===== src/rtl/idata_pkg.sv =====
package idata_pkg;

  typedef enum logic [2:0] {
    OP_RD   = 3'd0,
    OP_WR   = 3'd1,
    OP_RREG = 3'd2,
    OP_WREG = 3'd3,
    OP_BRD  = 3'd4,
    OP_BSET = 3'd5,
    OP_BCLR = 3'd6,
    OP_NOP  = 3'd7
  } op_e;

  typedef enum logic [1:0] {
    SPC_RAM  = 2'd0,
    SPC_SFR  = 2'd1,
    SPC_NONE = 2'd2
  } space_e;

  typedef struct packed {
    space_e     space;
    logic [7:0] addr;
    logic [2:0] bitn;
    logic       rd;
    logic       wr;
    logic       bit_op;
    logic       bit_val;
  } target_t;

  // Table of implemented special-register addresses
  function automatic logic sfr_present(input logic [7:0] a);
    case (a)
      8'h80, 8'h81, 8'h82, 8'h83, 8'h87, 8'h88, 8'h89, 8'h8A,
      8'h8B, 8'h8C, 8'h8D, 8'h90, 8'h98, 8'h99, 8'hA0, 8'hA8,
      8'hB0, 8'hB8, 8'hD0, 8'hE0, 8'hF0: return 1'b1;
      default: return 1'b0;
    endcase
  endfunction

endpackage


===== src/rtl/idata_decode.sv =====
module idata_decode
  import idata_pkg::*;
#(
  parameter logic       HAS_UPPER = 1'b1,
  parameter logic [7:0] BIT_BASE  = 8'h20
) (
  input  op_e        op,
  input  logic       indirect,
  input  logic [7:0] addr,
  input  logic [1:0] bank,
  output target_t    tgt
);

  always_comb begin
    tgt         = '0;
    tgt.space   = SPC_NONE;
    tgt.bitn    = addr[2:0];
    tgt.rd      = (op == OP_RD) || (op == OP_RREG) || (op == OP_BRD);
    tgt.wr      = (op == OP_WR) || (op == OP_WREG) || (op == OP_BSET) || (op == OP_BCLR);
    tgt.bit_op  = (op == OP_BSET) || (op == OP_BCLR);
    tgt.bit_val = (op == OP_BSET);
    case (op)
      OP_RD, OP_WR: begin
        tgt.addr = addr;
        if (!addr[7])      tgt.space = SPC_RAM;
        else if (indirect) tgt.space = HAS_UPPER ? SPC_RAM : SPC_NONE;
        else               tgt.space = SPC_SFR;
      end
      OP_RREG, OP_WREG: begin
        tgt.space = SPC_RAM;
        tgt.addr  = {3'b000, bank, addr[2:0]};
      end
      OP_BRD, OP_BSET, OP_BCLR: begin
        if (!addr[7]) begin
          tgt.space = SPC_RAM;
          tgt.addr  = BIT_BASE + {4'b0000, addr[6:3]};
        end else begin
          tgt.space = SPC_SFR;
          tgt.addr  = {addr[7:3], 3'b000};
        end
      end
      default: tgt.space = SPC_NONE;
    endcase
  end

endmodule


===== src/rtl/idata_ram.sv =====
module idata_ram #(
  parameter int BYTES = 256,
  localparam int IDX_W = $clog2(BYTES)
) (
  input  logic             clk,
  input  logic [IDX_W-1:0] idx,
  input  logic             we,
  input  logic [7:0]       wdata,
  output logic [7:0]       rdata
);

  logic [7:0] mem [BYTES];

  // Combinational read so that bit updates complete in one clock
  assign rdata = mem[idx];

  always_ff @(posedge clk) begin
    if (we) mem[idx] <= wdata;
  end

endmodule


===== src/rtl/idata_sfr.sv =====
module idata_sfr
  import idata_pkg::*;
#(
  parameter logic [7:0] SP_ADDR  = 8'h81,
  parameter logic [7:0] SP_RESET = 8'h07,
  localparam int        SLOTS    = 128
) (
  input  logic       clk,
  input  logic       rst_n,
  input  logic [6:0] idx,
  input  logic       we,
  input  logic [7:0] wdata,
  output logic [7:0] rdata
);

  logic [7:0] slot [SLOTS];

  for (genvar i = 0; i < SLOTS; i++) begin : g_slot
    localparam logic [7:0] ADDR = 8'(128 + i);
    if (sfr_present(ADDR)) begin : g_on
      logic [7:0] q;
      always_ff @(posedge clk or negedge rst_n) begin
        if (!rst_n)                    q <= (ADDR == SP_ADDR) ? SP_RESET : 8'h00;
        else if (we && idx == 7'(i))   q <= wdata;
      end
      assign slot[i] = q;
    end else begin : g_off
      assign slot[i] = 8'h00;
    end
  end

  assign rdata = slot[idx];

endmodule


===== src/rtl/idata_store.sv =====
module idata_store
  import idata_pkg::*;
#(
  parameter int         RAM_BYTES = 256,
  parameter logic [7:0] SP_ADDR   = 8'h81,
  parameter logic [7:0] SP_RESET  = 8'h07,
  localparam int        RAM_IDX_W = $clog2(RAM_BYTES),
  localparam logic      HAS_UPPER = (RAM_BYTES > 128)
) (
  input  logic       clk,
  input  logic       rst_n,
  input  logic       req_valid,
  output logic       req_ready,
  input  logic [2:0] req_op,
  input  logic       req_indirect,
  input  logic [7:0] req_addr,
  input  logic [7:0] req_wdata,
  input  logic [1:0] bank_sel,
  output logic       rsp_valid,
  input  logic       rsp_ready,
  output logic [7:0] rsp_data
);

  target_t    tgt;
  logic       accept;
  logic [7:0] ram_rd, sfr_rd, cur_byte, new_byte, bit_mask;
  logic       ram_we, sfr_we;

  idata_decode #(.HAS_UPPER(HAS_UPPER), .BIT_BASE(8'h20)) u_dec (
    .op       (op_e'(req_op)),
    .indirect (req_indirect),
    .addr     (req_addr),
    .bank     (bank_sel),
    .tgt      (tgt)
  );

  assign req_ready = !rsp_valid || rsp_ready;
  assign accept    = req_valid && req_ready;

  assign ram_we = accept && tgt.wr && (tgt.space == SPC_RAM);
  assign sfr_we = accept && tgt.wr && (tgt.space == SPC_SFR);

  idata_ram #(.BYTES(RAM_BYTES)) u_ram (
    .clk   (clk),
    .idx   (tgt.addr[RAM_IDX_W-1:0]),
    .we    (ram_we),
    .wdata (new_byte),
    .rdata (ram_rd)
  );

  idata_sfr #(.SP_ADDR(SP_ADDR), .SP_RESET(SP_RESET)) u_sfr (
    .clk   (clk),
    .rst_n (rst_n),
    .idx   (tgt.addr[6:0]),
    .we    (sfr_we),
    .wdata (new_byte),
    .rdata (sfr_rd)
  );

  always_comb begin
    case (tgt.space)
      SPC_RAM: cur_byte = ram_rd;
      SPC_SFR: cur_byte = sfr_rd;
      default: cur_byte = 8'h00;
    endcase
    bit_mask = 8'h01 << tgt.bitn;
    if (!tgt.bit_op)      new_byte = req_wdata;
    else if (tgt.bit_val) new_byte = cur_byte | bit_mask;
    else                  new_byte = cur_byte & ~bit_mask;
  end

  always_ff @(posedge clk or negedge rst_n) begin
    if (!rst_n) begin
      rsp_valid <= 1'b0;
      rsp_data  <= 8'h00;
    end else if (accept && tgt.rd) begin
      rsp_valid <= 1'b1;
      rsp_data  <= (op_e'(req_op) == OP_BRD) ? {7'b0, cur_byte[tgt.bitn]} : cur_byte;
    end else if (rsp_ready) begin
      rsp_valid <= 1'b0;
    end
  end

endmodule


===== config.mk =====
export PLATFORM = sky130hd
export DESIGN_NAME = idata_store
export DESIGN_NICKNAME = d
export VERILOG_FILES = /design/src/rtl/idata_pkg.sv /design/src/rtl/idata_decode.sv /design/src/rtl/idata_ram.sv /design/src/rtl/idata_sfr.sv /design/src/rtl/idata_store.sv
export SDC_FILE = /design/constraint.sdc
export NUM_CORES = 2
export LEC_CHECK = 0
export BUFFER_PORTS_ARGS = -buffer_cell sky130_fd_sc_hd__buf_2
export CORE_MARGIN = 4
export CORE_UTILIZATION = 50
export DETAILED_ROUTE_END_ITERATION = 6
export PLACE_DENSITY = 0.68
export SLEW_MARGIN = 10
export SYNTH_ARGS = -nofsm -noshare
export SYNTH_HDL_FRONTEND = slang
export SYNTH_HIERARCHICAL = 1
export SYNTH_SLANG_ARGS = --single-unit

===== constraint.sdc =====
create_clock -name clk -period 9.2 [get_ports clk]
set_input_delay 1.38 -clock clk [delete_from_list [all_inputs] [get_ports clk]]
set_output_delay 1.38 -clock clk [all_outputs]
set_load 0.03 [all_outputs]

; After elaboration in Yosys (flattened, before gate mapping)
; Memories as Yosys holds them, arrays and structs flattened.
; Index checks and enable logic that the tools add are counted.
[word_totals]
ram_bits = 2048
output_inout_bits = 10
wordCells = 118
mem_count = 1
register_bits = 177
in_bits = 26
[classes]
n_eq_ne = 27
addsub = 1
n_shift = 1
n_bitwise = 4
n_reduce_logical = 41
magnitude_cmp = 2
n_mux = 18
[memory_table]
columns = name, depth, word_bits, read_ports, rd_ports_with_merged_regs, wr, line_no
row1 = u_ram.mem, 256, 8, 1, 0, 1, idata_ram.sv:12  ; logic [7:0] mem [BYTES];
[ops]
columns = operator, count
row1 = 8-bit binary-select mux with 7-bit select, 1
row2 = "7-bit by 4-bit == test with 1-bit output, second input constant", 6
row3 = 8-bit 2-to-1 mux, 5
row4 = "7-bit by 6-bit == test with 1-bit output, second input constant", 4
row5 = 1-bit logical AND, 26
row6 = 8-bit case mux with 3 select lines, 1
row7 = "7-bit by 5-bit == test with 1-bit output, second input constant", 3
row8 = "7-bit == test, second input constant", 3
row9 = 8-bit case mux with 2 select lines, 1
row10 = "7-bit by 2-bit == test with 1-bit output, second input constant", 2
row11 = "3-bit == test, second input constant", 3
row12 = 9-bit 2-to-1 mux, 1
row13 = 8-bit bitwise AND, 1
row14 = "8-bit greater-or-equal comparator, second input constant", 1
row15 = 7-bit NOT with 8-bit output, 1
row16 = 8-bit NOT, 1
row17 = 8-bit OR, 1
row18 = "1-bit by 3-bit left shift with 8-bit output, first input constant", 1
row19 = "6-bit by 4-bit adder with 7-bit output, first input constant", 1
row20 = "7-bit by 1-bit == test with 1-bit output, second input constant", 1
row21 = "7-bit by 3-bit == test with 1-bit output, second input constant", 1
row22 = 7-bit zero test, 1
row23 = 1-bit logical OR, 7
row24 = 1-bit 2-to-1 mux, 7
row25 = other kinds (12), 14

; Depth between registers and ports, before layout
[logic_depth]
ltp_word = 11
depth_mapped = 19
depth_no_buf = 13

; Modules after synthesis
; The synthesis kept the hierarchy.
[modules_own_cells]
columns = module, area_per_inst_um2, n_inst, cells_each
row1 = idata_ram, 78332.6, 1, 3539
row2 = idata_sfr, 7988.9, 1, 558
row3 = idata_store, 833.3, 1, 104
row4 = idata_decode, 267.8, 1, 40

; Worst setup path after synthesis
; OpenSTA, ideal clock, no wires.
[synth_timing]
path_kind = input -> register
from = in req_op[2]
to = mem u_ram.mem[0][7], data pin
setup_time_ns = 1.749
arrival_time_ns = 11.077
path_slack_ns = -3.626
stages = 16
t_required_ns = 7.451
path_buffers = 5
cell_sequence = buf_2 nand2b_1 a32oi_1 o31a_1 clkbuf_1 nor2b_1 clkbuf_1 clkbuf_1 clkbuf_1 a22oi_1 a21oi_1 o41ai_1 nand4_1 mux2_2 nand3b_1 a31oi_1
[synth_lines]
columns = item, line_no
row1 = from (decl), idata_store.sv:14  ; input logic [2:0] req_op,
row2 = to (decl), idata_ram.sv:12

==> results.ini <==
[timing]
fin_ws_ns = 1.831
fin_crit_sh_pct = 80.10
tns_ns = 0
slew_headroom_pct = 8.702
min_period_ns = 7.369
max_clock_freq_mhz = 135.7
finalHoldViolations = 0
drv_slew = 0
worst_pin_slew_ns = 1.352
rsz0062_at_grt = false
finClkSkew_ns = 0.05115
setup_viol = 0

[global_routing]
grt_pass1_vias = 43331
grt_pass1_wl_mm = 301.1
antenna_found_initial = 5
grt_start_max_net_pins = 278
grt_remaining_overflow = 0
track_usage_pct = 22.64

[worst_setup_path]
crit_fanout = 255
cp.required_ns = 9.49
worst-setup-path-type = in2reg
worstRegToRegCells = 9
cp-start-kind = input port
crit_arrival_ns = 7.65
end_kind = flip-flop

[logic_synthesis]
yosysWarnings = 6
syn_nets = 4267
synth_top_cell_by_area = edfxtp_1
yosysTopAreaCellShare_pct = 70.35
ys_async_sr_fraction_pct = 7.955
ys.flop_type = edfxtp_1
ys_seq_area_share_pct = 75.42
synthCells = 4241
synth_edf_count = 2048
synth_cell_type_count = 68
syn_area_per_cell_um2 = 20.61
synth_area_leaders = edfxtp_1, mux4_2, dfrtp_1, mux2_2, a22oi_1
syn_area_um2 = 87420
synth-seq-cells = 2225

[placed_design]
portBuffers = 35
preCtsSetupSlack_ns = 1.054
dp_cells = 6445
place.gp.congestion = 0.8234
dp_hpwl_mm = 120.1

[min_path]
hp-class = reg2reg
hold_path_depth = 2

[detailed_routing]
first_pass_iters = 5
drc_errors = 0
drt_first_iter_violations = 5346
drt-wirelength-per-cell_um = 29.90
num_vias = 43554
viasPerCell = 6.359
drtAntennaViolNets = 0
drt-total-wl_mm = 204.8

[floorplanning]
ioPinCount = 36
row_count = 153
die_area_um2 = 181600
die_h_um = 426.1
core_region_area_um2 = 173800
fp.dieW_um = 426.1
initial_core_util_pct = 50.29

[cts]
root_buffer = clkbuf_16
cts_tree = yes
postCtsSetupBuffers = 0
cts_resized = 0
clock_path_buffers = 3
hold_buffers = 0
path_clk_slew_ns = 0.06
cts_buffers = 214
clk_latency_ns = 0.86
clock_sinks = 2225
htreeDepth = 4

[cells_and_area]
seq_area_um2 = 65930
drive_above_1_share_pct = 27.60
fillers = 12837
layout_common_cells = edfxtp_1, mux4_2, a22oi_1
multi_input_area_um2 = 20250
final_common_cell = edfxtp_1
final-instance-count-excl-fill = 6849
fin_nets = 4364
syn_to_final_growth_pct = 11.83

[power_and_ir_drop]
leakage_nw = 30.94
powerDensity_nw_per_um2 = 223.0
ir_drop_v = 0.0001626

[status]
outcome = completed

[flow_run]
drv_cap = 0

==> state kept, by name, indices dropped and copies added, names as in the netlist <==
name / cells
u_sfr/g_slot.g_on.q: 168
u_ram/mem: 2048
rsp_valid: 1
rsp_data: 8
==> final timing paths <==
kind / startpoint / slack (ns) / to
worst max-delay path: req_op[1] / 1.83 / u_ram/mem[28][7]
worst min-delay path: rsp_data[3] / 0.49 / rsp_data[3]
worst max register to register: u_ram/mem[227][7] / 3.55 / u_ram/mem[28][7]
worst min register to register: rsp_data[3] / 0.49 / rsp_data[3]
max in group asynchronous: rst_n / 6.99 / u_sfr/g_slot[0].g_on.q[1]
min in group asynchronous: rst_n / 0.66 / u_sfr/g_slot[56].g_on.q[3]
==> where the power goes <==
group          internal [mW]  leakage [nW]  total, mW  switching, mW
clock network           5.01          3.42       8.78           3.76
logic                  0.528          6.68       1.67           1.14
registers               11.3          20.8       11.4         0.0215
==> synth_stat cells (all sizes together), types with 12 or more instances <==
cell type  count
edfxtp      2048
mux4         530
a22oi        267
nor2         254
mux2         184
dfrtp        174
clkbuf       172
a21oi        141
buf          123
nand2         49
nor3          38
mux2i         34
nand3         34
o41ai         34
nor2b         15
o21ai         15
nand2b        12
nand4         12
==> cell families after synthesis <==
family / after synthesis / share of synthesized area, %
buffers and inverters: 304 / 1.659
xor gates and xnor gates: 2 / 0.02004
AOI/OAI and AO/OA: 509 / 4.036
muxes: 748 / 16.43
and+or+nand+nor: 453 / 2.442
DFF: 2225 / 75.42
==> routing by layer <==
metal,vias to the layer above,routed length (um),global-route usage [%]
met3,360,18780,4.580
met5,-,0,0
met4,0,6743,7.275
met2,2088,98120,35.22
met1,23222,81170,32.61
li1,17884,-,-
==> metrics by stage <==
stage / hold WS (ns) / cell area [um^2] / utilization [%] / total power [mW]
global route: 0.5033 / 97760 / 56.24 / 22.51
detailed placement: 0.4763 / 90620 / 52.14 / 13.24
CTS: 0.4912 / 97700 / 56.21 / 21.96
global placement: 0.4614 / 90610 / 52.13 / 13.20
finish: 0.4916 / 97760 / 56.24 / 21.80
floorplan: 0.4737 / 87470 / - / 12.68
==> layout make-up <==
| type | instances | share of cell area [%] |
|---|---|---|
| clock inverter | 133 | 1.514 |
| antenna | 3 | 0.007679 |
| sequential | 2225 | 67.44 |
| multi-input combinational | 1712 | 20.72 |
| tap | 2325 | 2.976 |
| clock buffer | 266 | 5.730 |
| inverter | 9 | 0.03456 |
| timing repair buffer | 176 | 1.583 |
==> critical path, stage by stage <==
cell	delay, ns
buf_2	0.21
a21oi_1	0.27
nand3_1	0.17
o21ai_4	0.26
buf_12	0.26
buf_4	0.31
mux4_2	0.58
a22oi_1	0.33
a21oi_1	0.21
o41ai_1	1.18
nand4_1	0.73
mux2_2	0.54
nand3b_1	0.14
a31oi_4	0.31
buf_12	0.35
Note: power is estimated with default switching activity, not from simulation.
